==> src/rtl/cdiv_pkg.sv <==
package cdiv_pkg;

  localparam int DIV_W      = 3;
  localparam int NUM_CH     = 2;
  localparam int SEL_PER_CH = 2;
  localparam int PAR_PER_CH = 5;
  localparam int DIV_PER_CH = SEL_PER_CH + PAR_PER_CH;
  localparam int NUM_DIV    = NUM_CH * DIV_PER_CH;
  localparam int SEL_BITS   = NUM_CH * SEL_PER_CH * DIV_W;
  localparam int PAR_BITS   = NUM_CH * PAR_PER_CH * DIV_W;
  localparam int REG_W      = 32;
  localparam int FLAG_BIT   = REG_W - 1;
  localparam int ADDR_W     = 2;

  typedef enum logic [ADDR_W-1:0] {
    AD_SEL_STAGE = 2'd0,
    AD_PAR_STAGE = 2'd1,
    AD_SEL_LIVE  = 2'd2,
    AD_PAR_LIVE  = 2'd3
  } cdiv_addr_e;

  // true when divider k of a channel lives in the select word
  function automatic bit in_sel_word(input int k);
    return k < SEL_PER_CH;
  endfunction

  // field slot index inside its word for divider k of channel ch
  function automatic int slot_of(input int ch, input int k);
    if (in_sel_word(k)) return ch * SEL_PER_CH + k;
    return ch * PAR_PER_CH + (k - SEL_PER_CH);
  endfunction

  // a strobe is due when the phase counter reaches the ratio
  function automatic logic strobe_due(input logic [DIV_W-1:0] cnt,
                                      input logic [DIV_W-1:0] ratio);
    return cnt == ratio;
  endfunction

  // pack a divider word for the read port
  function automatic logic [REG_W-1:0] pack_par(input logic [PAR_BITS-1:0] f,
                                                input logic flag);
    logic [REG_W-1:0] r;
    r = '0;
    r[PAR_BITS-1:0] = f;
    r[FLAG_BIT] = flag;
    return r;
  endfunction

  function automatic logic [REG_W-1:0] pack_sel(input logic [SEL_BITS-1:0] f);
    logic [REG_W-1:0] r;
    r = '0;
    r[SEL_BITS-1:0] = f;
    return r;
  endfunction

endpackage

==> src/rtl/cdiv_stage_regs.sv <==
module cdiv_stage_regs
  import cdiv_pkg::*;
(
  input  logic                clk,
  input  logic                rst_n,
  input  logic                wr_en,
  input  logic [ADDR_W-1:0]   wr_addr,
  input  logic [REG_W-1:0]    wr_data,
  output logic [SEL_BITS-1:0] sel_stage,
  output logic [PAR_BITS-1:0] par_stage,
  output logic                flag_stage,
  output logic [SEL_BITS-1:0] sel_next,
  output logic [PAR_BITS-1:0] par_next,
  output logic                commit
);

  logic wr_sel, wr_par, flag_next;
  logic unused_pad;

  assign wr_sel = wr_en && (wr_addr == AD_SEL_STAGE);
  assign wr_par = wr_en && (wr_addr == AD_PAR_STAGE);

  assign sel_next  = wr_sel ? wr_data[SEL_BITS-1:0] : sel_stage;
  assign par_next  = wr_par ? wr_data[PAR_BITS-1:0] : par_stage;
  assign flag_next = wr_par ? wr_data[FLAG_BIT] : flag_stage;

  // commit only on the clear-to-set edge of the flag
  assign commit = wr_par && wr_data[FLAG_BIT] && !flag_stage;

  assign unused_pad = ^wr_data[FLAG_BIT-1:PAR_BITS];

  always_ff @(posedge clk or negedge rst_n) begin
    if (!rst_n) begin
      sel_stage  <= '0;
      par_stage  <= '0;
      flag_stage <= 1'b0;
    end else begin
      sel_stage  <= sel_next;
      par_stage  <= par_next;
      flag_stage <= flag_next;
    end
  end

  p_flag_set_after_commit_r5: assert property (@(posedge clk) disable iff (!rst_n)
    commit |=> flag_stage);

  p_flag_tracks_write_r7: assert property (@(posedge clk) disable iff (!rst_n)
    wr_par |=> flag_stage == $past(wr_data[FLAG_BIT]));

  p_sel_hold_r12: assert property (@(posedge clk) disable iff (!rst_n)
    !wr_sel |=> $stable(sel_stage));

endmodule

==> src/rtl/cdiv_strobe.sv <==
module cdiv_strobe
  import cdiv_pkg::*;
(
  input  logic             clk,
  input  logic             rst_n,
  input  logic             commit_i,
  input  logic [DIV_W-1:0] ratio_i,
  output logic [DIV_W-1:0] ratio_o,
  output logic             strobe_o
);

  logic [DIV_W-1:0] ratio_q, cnt_q;
  logic             restart;

  assign restart  = commit_i && (ratio_i != ratio_q);
  assign strobe_o = strobe_due(cnt_q, ratio_q);
  assign ratio_o  = ratio_q;

  always_ff @(posedge clk or negedge rst_n) begin
    if (!rst_n) begin
      ratio_q <= '0;
      cnt_q   <= '0;
    end else begin
      if (commit_i) ratio_q <= ratio_i;
      if (restart || strobe_o) cnt_q <= '0;
      else                     cnt_q <= cnt_q + 1'b1;
    end
  end

  p_ratio_hold_r4: assert property (@(posedge clk) disable iff (!rst_n)
    !commit_i |=> $stable(ratio_o));

  p_ratio_load_r5: assert property (@(posedge clk) disable iff (!rst_n)
    commit_i |=> ratio_o == $past(ratio_i));

  p_single_pulse_r9: assert property (@(posedge clk) disable iff (!rst_n)
    (strobe_o && ratio_q != '0 && !restart) |=> !strobe_o);

  p_phase_bound_r9: assert property (@(posedge clk) disable iff (!rst_n)
    cnt_q <= ratio_q);

  p_full_first_gap_r10: assert property (@(posedge clk) disable iff (!rst_n)
    (restart && ratio_i != '0) |=> !strobe_o);

endmodule

==> src/rtl/cdiv_read_mux.sv <==
module cdiv_read_mux
  import cdiv_pkg::*;
(
  input  logic [ADDR_W-1:0]   rd_addr,
  input  logic [SEL_BITS-1:0] sel_stage,
  input  logic [PAR_BITS-1:0] par_stage,
  input  logic                flag_stage,
  input  logic [SEL_BITS-1:0] sel_live,
  input  logic [PAR_BITS-1:0] par_live,
  output logic [REG_W-1:0]    rd_data
);

  always_comb begin
    unique case (cdiv_addr_e'(rd_addr))
      AD_SEL_STAGE: rd_data = pack_sel(sel_stage);
      AD_PAR_STAGE: rd_data = pack_par(par_stage, flag_stage);
      AD_SEL_LIVE:  rd_data = pack_sel(sel_live);
      default:      rd_data = pack_par(par_live, 1'b0);
    endcase
  end

endmodule

==> src/rtl/cdiv_bank.sv <==
module cdiv_bank
  import cdiv_pkg::*;
(
  input  logic                clk,
  input  logic                rst_n,
  input  logic                wr_en,
  input  logic [ADDR_W-1:0]   wr_addr,
  input  logic [REG_W-1:0]    wr_data,
  input  logic [ADDR_W-1:0]   rd_addr,
  output logic [REG_W-1:0]    rd_data,
  output logic [NUM_DIV-1:0]  div_strobe
);

  logic [SEL_BITS-1:0] sel_stage, sel_next, sel_live;
  logic [PAR_BITS-1:0] par_stage, par_next, par_live;
  logic                flag_stage, commit;

  cdiv_stage_regs u_stage (
    .clk        (clk),
    .rst_n      (rst_n),
    .wr_en      (wr_en),
    .wr_addr    (wr_addr),
    .wr_data    (wr_data),
    .sel_stage  (sel_stage),
    .par_stage  (par_stage),
    .flag_stage (flag_stage),
    .sel_next   (sel_next),
    .par_next   (par_next),
    .commit     (commit)
  );

  for (genvar ch = 0; ch < NUM_CH; ch++) begin : g_ch
    for (genvar k = 0; k < DIV_PER_CH; k++) begin : g_div
      localparam int SLOT = slot_of(ch, k);
      logic [DIV_W-1:0] ratio_in, ratio_live;

      if (in_sel_word(k)) begin : g_sel
        assign ratio_in = sel_next[SLOT*DIV_W +: DIV_W];
        assign sel_live[SLOT*DIV_W +: DIV_W] = ratio_live;
      end else begin : g_par
        assign ratio_in = par_next[SLOT*DIV_W +: DIV_W];
        assign par_live[SLOT*DIV_W +: DIV_W] = ratio_live;
      end

      cdiv_strobe u_div (
        .clk      (clk),
        .rst_n    (rst_n),
        .commit_i (commit),
        .ratio_i  (ratio_in),
        .ratio_o  (ratio_live),
        .strobe_o (div_strobe[ch*DIV_PER_CH + k])
      );
    end
  end

  cdiv_read_mux u_rd (
    .rd_addr    (rd_addr),
    .sel_stage  (sel_stage),
    .par_stage  (par_stage),
    .flag_stage (flag_stage),
    .sel_live   (sel_live),
    .par_live   (par_live),
    .rd_data    (rd_data)
  );

  p_live_only_on_commit_r4: assert property (@(posedge clk) disable iff (!rst_n)
    !commit |=> ($stable(sel_live) && $stable(par_live)));

  p_commit_copies_all_r5: assert property (@(posedge clk) disable iff (!rst_n)
    commit |=> (sel_live == sel_stage && par_live == par_stage));

  p_no_commit_while_set_r6: assert property (@(posedge clk) disable iff (!rst_n)
    (wr_en && wr_addr == AD_PAR_STAGE && flag_stage) |=> ($stable(par_live) && $stable(sel_live)));

endmodule

==> config.mk <==
export PLATFORM = sky130hd
export DESIGN_NAME = cdiv_bank
export DESIGN_NICKNAME = d
export VERILOG_FILES = /design/src/rtl/cdiv_pkg.sv /design/src/rtl/cdiv_stage_regs.sv /design/src/rtl/cdiv_strobe.sv /design/src/rtl/cdiv_read_mux.sv /design/src/rtl/cdiv_bank.sv
export SDC_FILE = /design/constraint.sdc
export NUM_CORES = 1
export LEC_CHECK = 0
export ABC_AREA = 0
export ABC_CLOCK_PERIOD_IN_PS = 1800
export BUFFER_PORTS_ARGS = -buffer_cell sky130_fd_sc_hd__buf_2
export CAP_MARGIN = 30
export CORE_UTILIZATION = 55
export CTS_CLUSTER_SIZE = 40
export DETAILED_ROUTE_END_ITERATION = 16
export PLACE_DENSITY = 0.83
export SLEW_MARGIN = 20
export SYNTH_ARGS = -nofsm -noshare
export SYNTH_HDL_FRONTEND = slang
export SYNTH_SLANG_ARGS = --single-unit
==> constraint.sdc <==
create_clock -name clk -period 1.8 [get_ports clk]
set_clock_uncertainty 0.05 [all_clocks]
set_input_delay 0.18 -clock clk [delete_from_list [all_inputs] [get_ports clk]]
set_output_delay 0.18 -clock clk [all_outputs]
set_load 0.005 [all_outputs]
== Word-level counts from Yosys, hierarchy flattened ==
Index checks and enable logic that the tools add are counted.

* Bits of input ports: 39
* Register bits: 127
* Output and inout bits: 46

* Multiplexer cells: 17
* Add/sub/neg operators: 14
* Equal/unequal tests: 31
* Reduce and logical (&&, ||, !) cells: 35

{| class="wikitable"
|+ Operators with widths
! operator !! number
|-
| one-hot mux 32 bit (3 select lines) || 1
|-
| adder 3 x 1 -> 3 bit, second input constant || 14
|-
| == test 3 bit || 14
|-
| 2-to-1 mux 3 bit || 14
|-
| != test 3 bit || 14
|-
| 2-to-1 mux 30 bit || 1
|-
| logical AND 1 bit || 18
|-
| logical OR 1 bit || 14
|-
| 2-to-1 mux 12 bit || 1
|-
| == test 2 x 1 -> 1 bit, second input constant || 2
|-
| zero test 2 bit || 2
|-
| == test 2 bit, second input constant || 1
|-
| zero test 1 bit || 1
|}

== Logic depth before layout (Yosys ltp) ==
* Depth in word-level cells: 7
* Mapped depth: 7
* Mapped depth without buffers: 5

== Cells and area by module ==
Synthesis repeated with hierarchy kept, for this count alone.

* Cell total of the unflattened synthesis: 460
* Area total of the unflattened synthesis: 6648.9 µm²

{| class="wikitable"
|+ Modules (own cells, without submodules)
! module !! instances !! cells each !! area an instance (µm²)
|-
| cdiv_strobe || 14 || 22 || 304.0
|-
| cdiv_stage_regs || 1 || 93 || 1756.7
|-
| cdiv_read_mux || 1 || 59 || 635.6
|}

== Worst setup path after synthesis ==
Ideal clock, no wire load.

* Path kind: input -> register
* Start point: in wr_addr[1]
* End point: reg g_ch[1].g_div[0].u_div.cnt_q[2]
* Setup slack: 0.214 ns
* Arrival: 1.398 ns
* Data required time: 1.612 ns
* Setup time: 0.138 ns
* Buffers on the path: 1
* Stages: 6
* Path through: nor3b_2 > buf_4 > mux2_2 > xnor2_1 > a31oi_1 > nor3_1

* Longest elaborated chain between the ends: 7

{| class="wikitable"
|+ RTL lines
! item !! RTL line !! source
|-
| start, declared || cdiv_bank.sv:7 || <nowiki>input logic [ADDR_W-1:0] wr_addr,</nowiki>
|-
| zero test 2 bit || cdiv_stage_regs.sv:20 || <nowiki>assign wr_sel = wr_en && (wr_addr == AD_SEL_STAGE);</nowiki>
|-
| logical AND 1 bit || cdiv_stage_regs.sv:20 ||
|-
| 2-to-1 mux 12 bit || cdiv_stage_regs.sv:23 || <nowiki>assign sel_next = wr_sel ? wr_data[SEL_BITS-1:0] : sel_stage;</nowiki>
|-
| named net g_ch[1].g_div[0].u_div.ratio_i[1] || cdiv_strobe.sv:7 || <nowiki>input logic [DIV_W-1:0] ratio_i,</nowiki>
|-
| != test 3 bit || cdiv_strobe.sv:15 || <nowiki>assign restart = commit_i && (ratio_i != ratio_q);</nowiki>
|-
| logical AND 1 bit || cdiv_strobe.sv:15 ||
|-
| logical OR 1 bit || cdiv_strobe.sv:25 || <nowiki>if (restart || strobe_o) cnt_q <= '0;</nowiki>
|-
| 2-to-1 mux 3 bit || cdiv_strobe.sv:25 ||
|-
| end signal, assigned || cdiv_strobe.sv:26 || <nowiki>else cnt_q <= cnt_q + 1'b1;</nowiki>
|-
| end, declared || cdiv_strobe.sv:12 || <nowiki>logic [DIV_W-1:0] ratio_q, cnt_q;</nowiki>
|}

The timed path passes the listed nets, and every way through them passes these cells.
A chain may end at the register's enable or synchronous reset.

== Worst setup path after layout ==
* Start point: reg g_ch[0].g_div[5].u_div.ratio_q[2]
* End point: out rd_data[11]

* Longest elaborated chain between the ends: 1

{| class="wikitable"
|+ RTL lines
! item !! RTL line !! source
|-
| start, declared || cdiv_strobe.sv:12 ||
|-
| start signal, assigned || cdiv_strobe.sv:24 || <nowiki>if (commit_i) ratio_q <= ratio_i;</nowiki>
|-
| one-hot mux 32 bit (3 select lines) || cdiv_read_mux.sv:14 || <nowiki>unique case (cdiv_addr_e'(rd_addr))</nowiki>
|-
| end, declared || cdiv_bank.sv:10 || <nowiki>output logic [REG_W-1:0] rd_data,</nowiki>
|}

No other way between the ends.

==> flow_summary_export.csv <==
group,metric,value,unit
status,outcome,"finished clean",
timing,layout_min_cycle_time,1.76,ns
hold_path,min_to,"u_stage.par_stage[26]$_DFF_PN0_",
drt,route.detailed.drc,0,
drt,first_pass_iters,4,
synth,ys_seq_area_share,48.9,%
synth,ys_ff_latch,127,
placement,gp_congestion,0.793,
final_layout,nets,724,
synth,synth_ff_type,"dfrtp_1",
synth,synthTopCellsByArea,"dfrtp_1 (49%), xnor2_1 (7.7%), mux2_2 (7.5%)",
power,p_leak,3.88,nW
die,initial_core_util,56.7,%
synth,synth_edf_count,0,
drt,drt-initial-drc-count,254,
final_layout,nFillCells,770,
hold_path,whs_path_depth,2,
timing,rsz0062_at_grt,"false",
drt,drtAntennaViolNets,0,
worst_setup_path,worstReg2RegStart,"u_stage.flag_stage$_DFFE_PN0N_",
job,drv_cap,0,
placement,numPortBuffers,82,
clocking,root_buffer,"clkbuf_16",
die,placementRows,39,
worst_setup_path,reg2reg_depth,4,
timing,finalCritPeriodShare,97.7,%
power,power_density,1500,nW/um^2
worst_setup_path,rr_endpoint,"g_ch[0].g_div[5].u_div.cnt_q[2]$_DFF_PN0_",
synth,syn-num-nets,623,
global_route,grt_remaining_overflow,0,
power,p_switching,3.75,mW
clocking,clkTransAtPathRegs,0.05,ns
hold_path,hp-class,"in -> reg",
global_route,antenna_found_initial,0,
clocking,cts_tree,"built",
die,die_area,12300,sq um
clocking,clock_path_buffers,2,
drt,num_vias,4475,
power,pwr-share-comb,32.7,%
worst_setup_path,required,1.57,ns
power,pwr-share-seq,37.8,%
power,ir_worst_vdd,1.04,mV
power,p_clk_share,29.5,%
die,io_pins,85,
die,die_w,111,microns
timing,hold_viol_final,0,
worst_setup_path,regToRegSetupSlack,0.14,ns
timing,drv_slew,0,
drt,wirelength,14.1,mm
global_route,grt_max_degree,49,
synth,netlist_area,6500,sq um
synth,synth_warnings,0,
drt,wl_per_cell,17.1,microns
die,coreArea,11500,sq um
clocking,htree_levels,4,
worst_setup_path,crit_chain,"mux4_2 > buf_2",
worst_setup_path,start_kind,"flop",
final_layout,fin_util,69.0,%
global_route,grt_pass1_vias,4860,
final_layout,area_growth,21.8,%
worst_setup_path,critPathKind,"reg -> out",
die,die_y,111,microns
synth,syn_area_per_cell,11.4,sq um
synth,synth_top_area_cell,"dfrtp_1",
drt,viasPerCell,5.42,
hold_path,hold_start,"wr_data[26]",
power,switching_share,31.7,%
timing,finalSetupTns,0,ns
worst_setup_path,crit_arrival,1.53,ns
synth,ys_top_cells_by_count,"dfrtp_1 (127), nand2_1 (127), xnor2_1 (57), mux2_2 (43), xor2_1 (39)",
final_layout,drive_gt1_share,32.4,%
worst_setup_path,critPathSlowestCell,"mux4_2",
clocking,clock_latency,0.41,ns
timing,fmax,569,MHz
synth,async_flop_share,100,%
worst_setup_path,end_kind,"output port",
placement,dp_hpwl,9.37,mm
clocking,clock-sinks,127,
synth,yosys.area.top_type_share,48.9,%
power,p_int,8.09,mW
synth,yosysUniqueCellTypes,27,
final_layout,diodes,0,
clocking,cts_made_buffers,17,
global_route,grt_first_pass_wirelength,23.4,mm
timing,finalSetupViolCount,0,
synth,synthCells,570,
worst_setup_path,slowest_delay,0.53,ns
worst_setup_path,cp_max_fo,4,
global_route,grt_use_total,24.4,%
critical path: cells and delay by family, from the launching register on:
kind / cells / cell delay [ns]
buffers and inverters: 1 / 0.15
DFF: 1 / 0.44
muxes: 1 / 0.53
sequential cells by signal, summed over array words and instances (netlist names):
register,cells
u_stage.par_stage,30
g_ch.g_div.u_div.ratio_o,42
g_ch.g_div.u_div.cnt_q,42
u_stage.flag_stage,1
u_stage.sel_stage,12
placed cells by master (no fill, tap or decap), types with 4 or more instances in the layout:
cell type / instances
mux4_2: 12
mux2i_1: 18
dfrtp_1: 126
a31oi_1: 10
xor2_1: 39
ha_1: 14
clkbuf_16: 17
clkbuf_8: 5
xnor2_1: 57
nor3b_1: 9
nor3_1: 26
nor3b_2: 5
a31oi_2: 4
buf_12: 6
nor3_2: 15
nor2b_1: 18
buf_2: 81
nand2_1: 127
buf_4: 21
mux2_2: 43
dlygate4sd3_1: 10
power by group through the flow:
stage / Sequential, mW / Combinational, mW / Clock, mW
after floorplan: 4.31 / 2.87 / 0
after global placement: 4.42 / 3.38 / 0
after detailed placement: 4.50 / 3.60 / 0
after CTS: 4.47 / 3.79 / 3.53
after global routing: 4.58 / 4.30 / 3.67
final: 4.47 / 3.88 / 3.49
layout make-up:
type	instances	area, sq um	area share (%)
flip-flops and latches	127	3180	40.2
clock buffers	24	502	6.34
clock inverters	6	105	1.33
repair buffers	118	783	9.89
well taps	143	179	2.26
inverters	1	3.75	0.0474
multi-input cells	406	3160	40.0
stage by stage:
| stage | total power, mW | instances | hold WS, ns | instance area (sq um) | setup slack [ns] |
|---|---|---|---|---|---|
| 3_3_place_gp | 7.80 | 781 | 0.0512 | 7120 | 0.0556 |
| 5_1_grt | 12.6 | 825 | 0.00452 | 7920 | 0.00323 |
| 3_5_place_dp | 8.10 | 781 | 0.0597 | 7120 | 0.00155 |
| 4_1_cts | 11.8 | 821 | 0.00106 | 7880 | 0.0122 |
| 6_report | 11.8 | 825 | 0.0139 | 7920 | 0.0422 |
| 2_1_floorplan | 7.18 | 570 | -0.166 | 6500 | 0.214 |
worst max-delay path by stage:
stage                                                       start                                   endpoint  slack (ns)
global placement                                            wr_en  g_ch[1].g_div[0].u_div.cnt_q[2]$_DFF_PN0_        0.06
CTS                 g_ch[0].g_div[5].u_div.ratio_o[2]$_DFFE_PN0P_                                rd_data[11]        0.01
floorplan                                              wr_addr[1]  g_ch[1].g_div[0].u_div.cnt_q[2]$_DFF_PN0_        0.21
finish              g_ch[0].g_div[5].u_div.ratio_o[2]$_DFFE_PN0P_                                rd_data[11]        0.04
global route        g_ch[1].g_div[2].u_div.ratio_o[2]$_DFFE_PN0P_                              div_strobe[9]       0.003
detailed placement                                     wr_addr[1]  g_ch[0].g_div[5].u_div.cnt_q[2]$_DFF_PN0_       0.002
kinds of logic (layout without fill, tap and decap cells):
kind of cell | Yosys count | in the layout | share of synthesized area [%]
compound gates | 14 | 14 | 1.73
xor+xnor | 98 | 98 | 13.4
fa+ha+maj | 14 | 14 | 2.70
flops | 127 | 127 | 48.9
mux | 73 | 73 | 14.4
buf+inv | 37 | 149 | 3.33
other cells | 1 | 1 | 0.0577
simple gates | 206 | 206 | 15.4
per-layer routing:
layer	GRT usage [%]	vias up	share of wire (%)
li1	-	2105	-
met1	28.5	2241	41
met2	42.9	107	53
met3	6.51	22	4.3
met4	9.60	0	1.7
met5	0	-	0
timing repair:
item                       in CTS  in global routing
setup endpoints to repair       9                  9
hold buffers                   10                  0
hold endpoints to repair      115                  0
buffers inserted                0                  4
resized for setup               9                  3
pin swaps                       0                  6
Note: power is estimated with default switching activity, not from simulation.
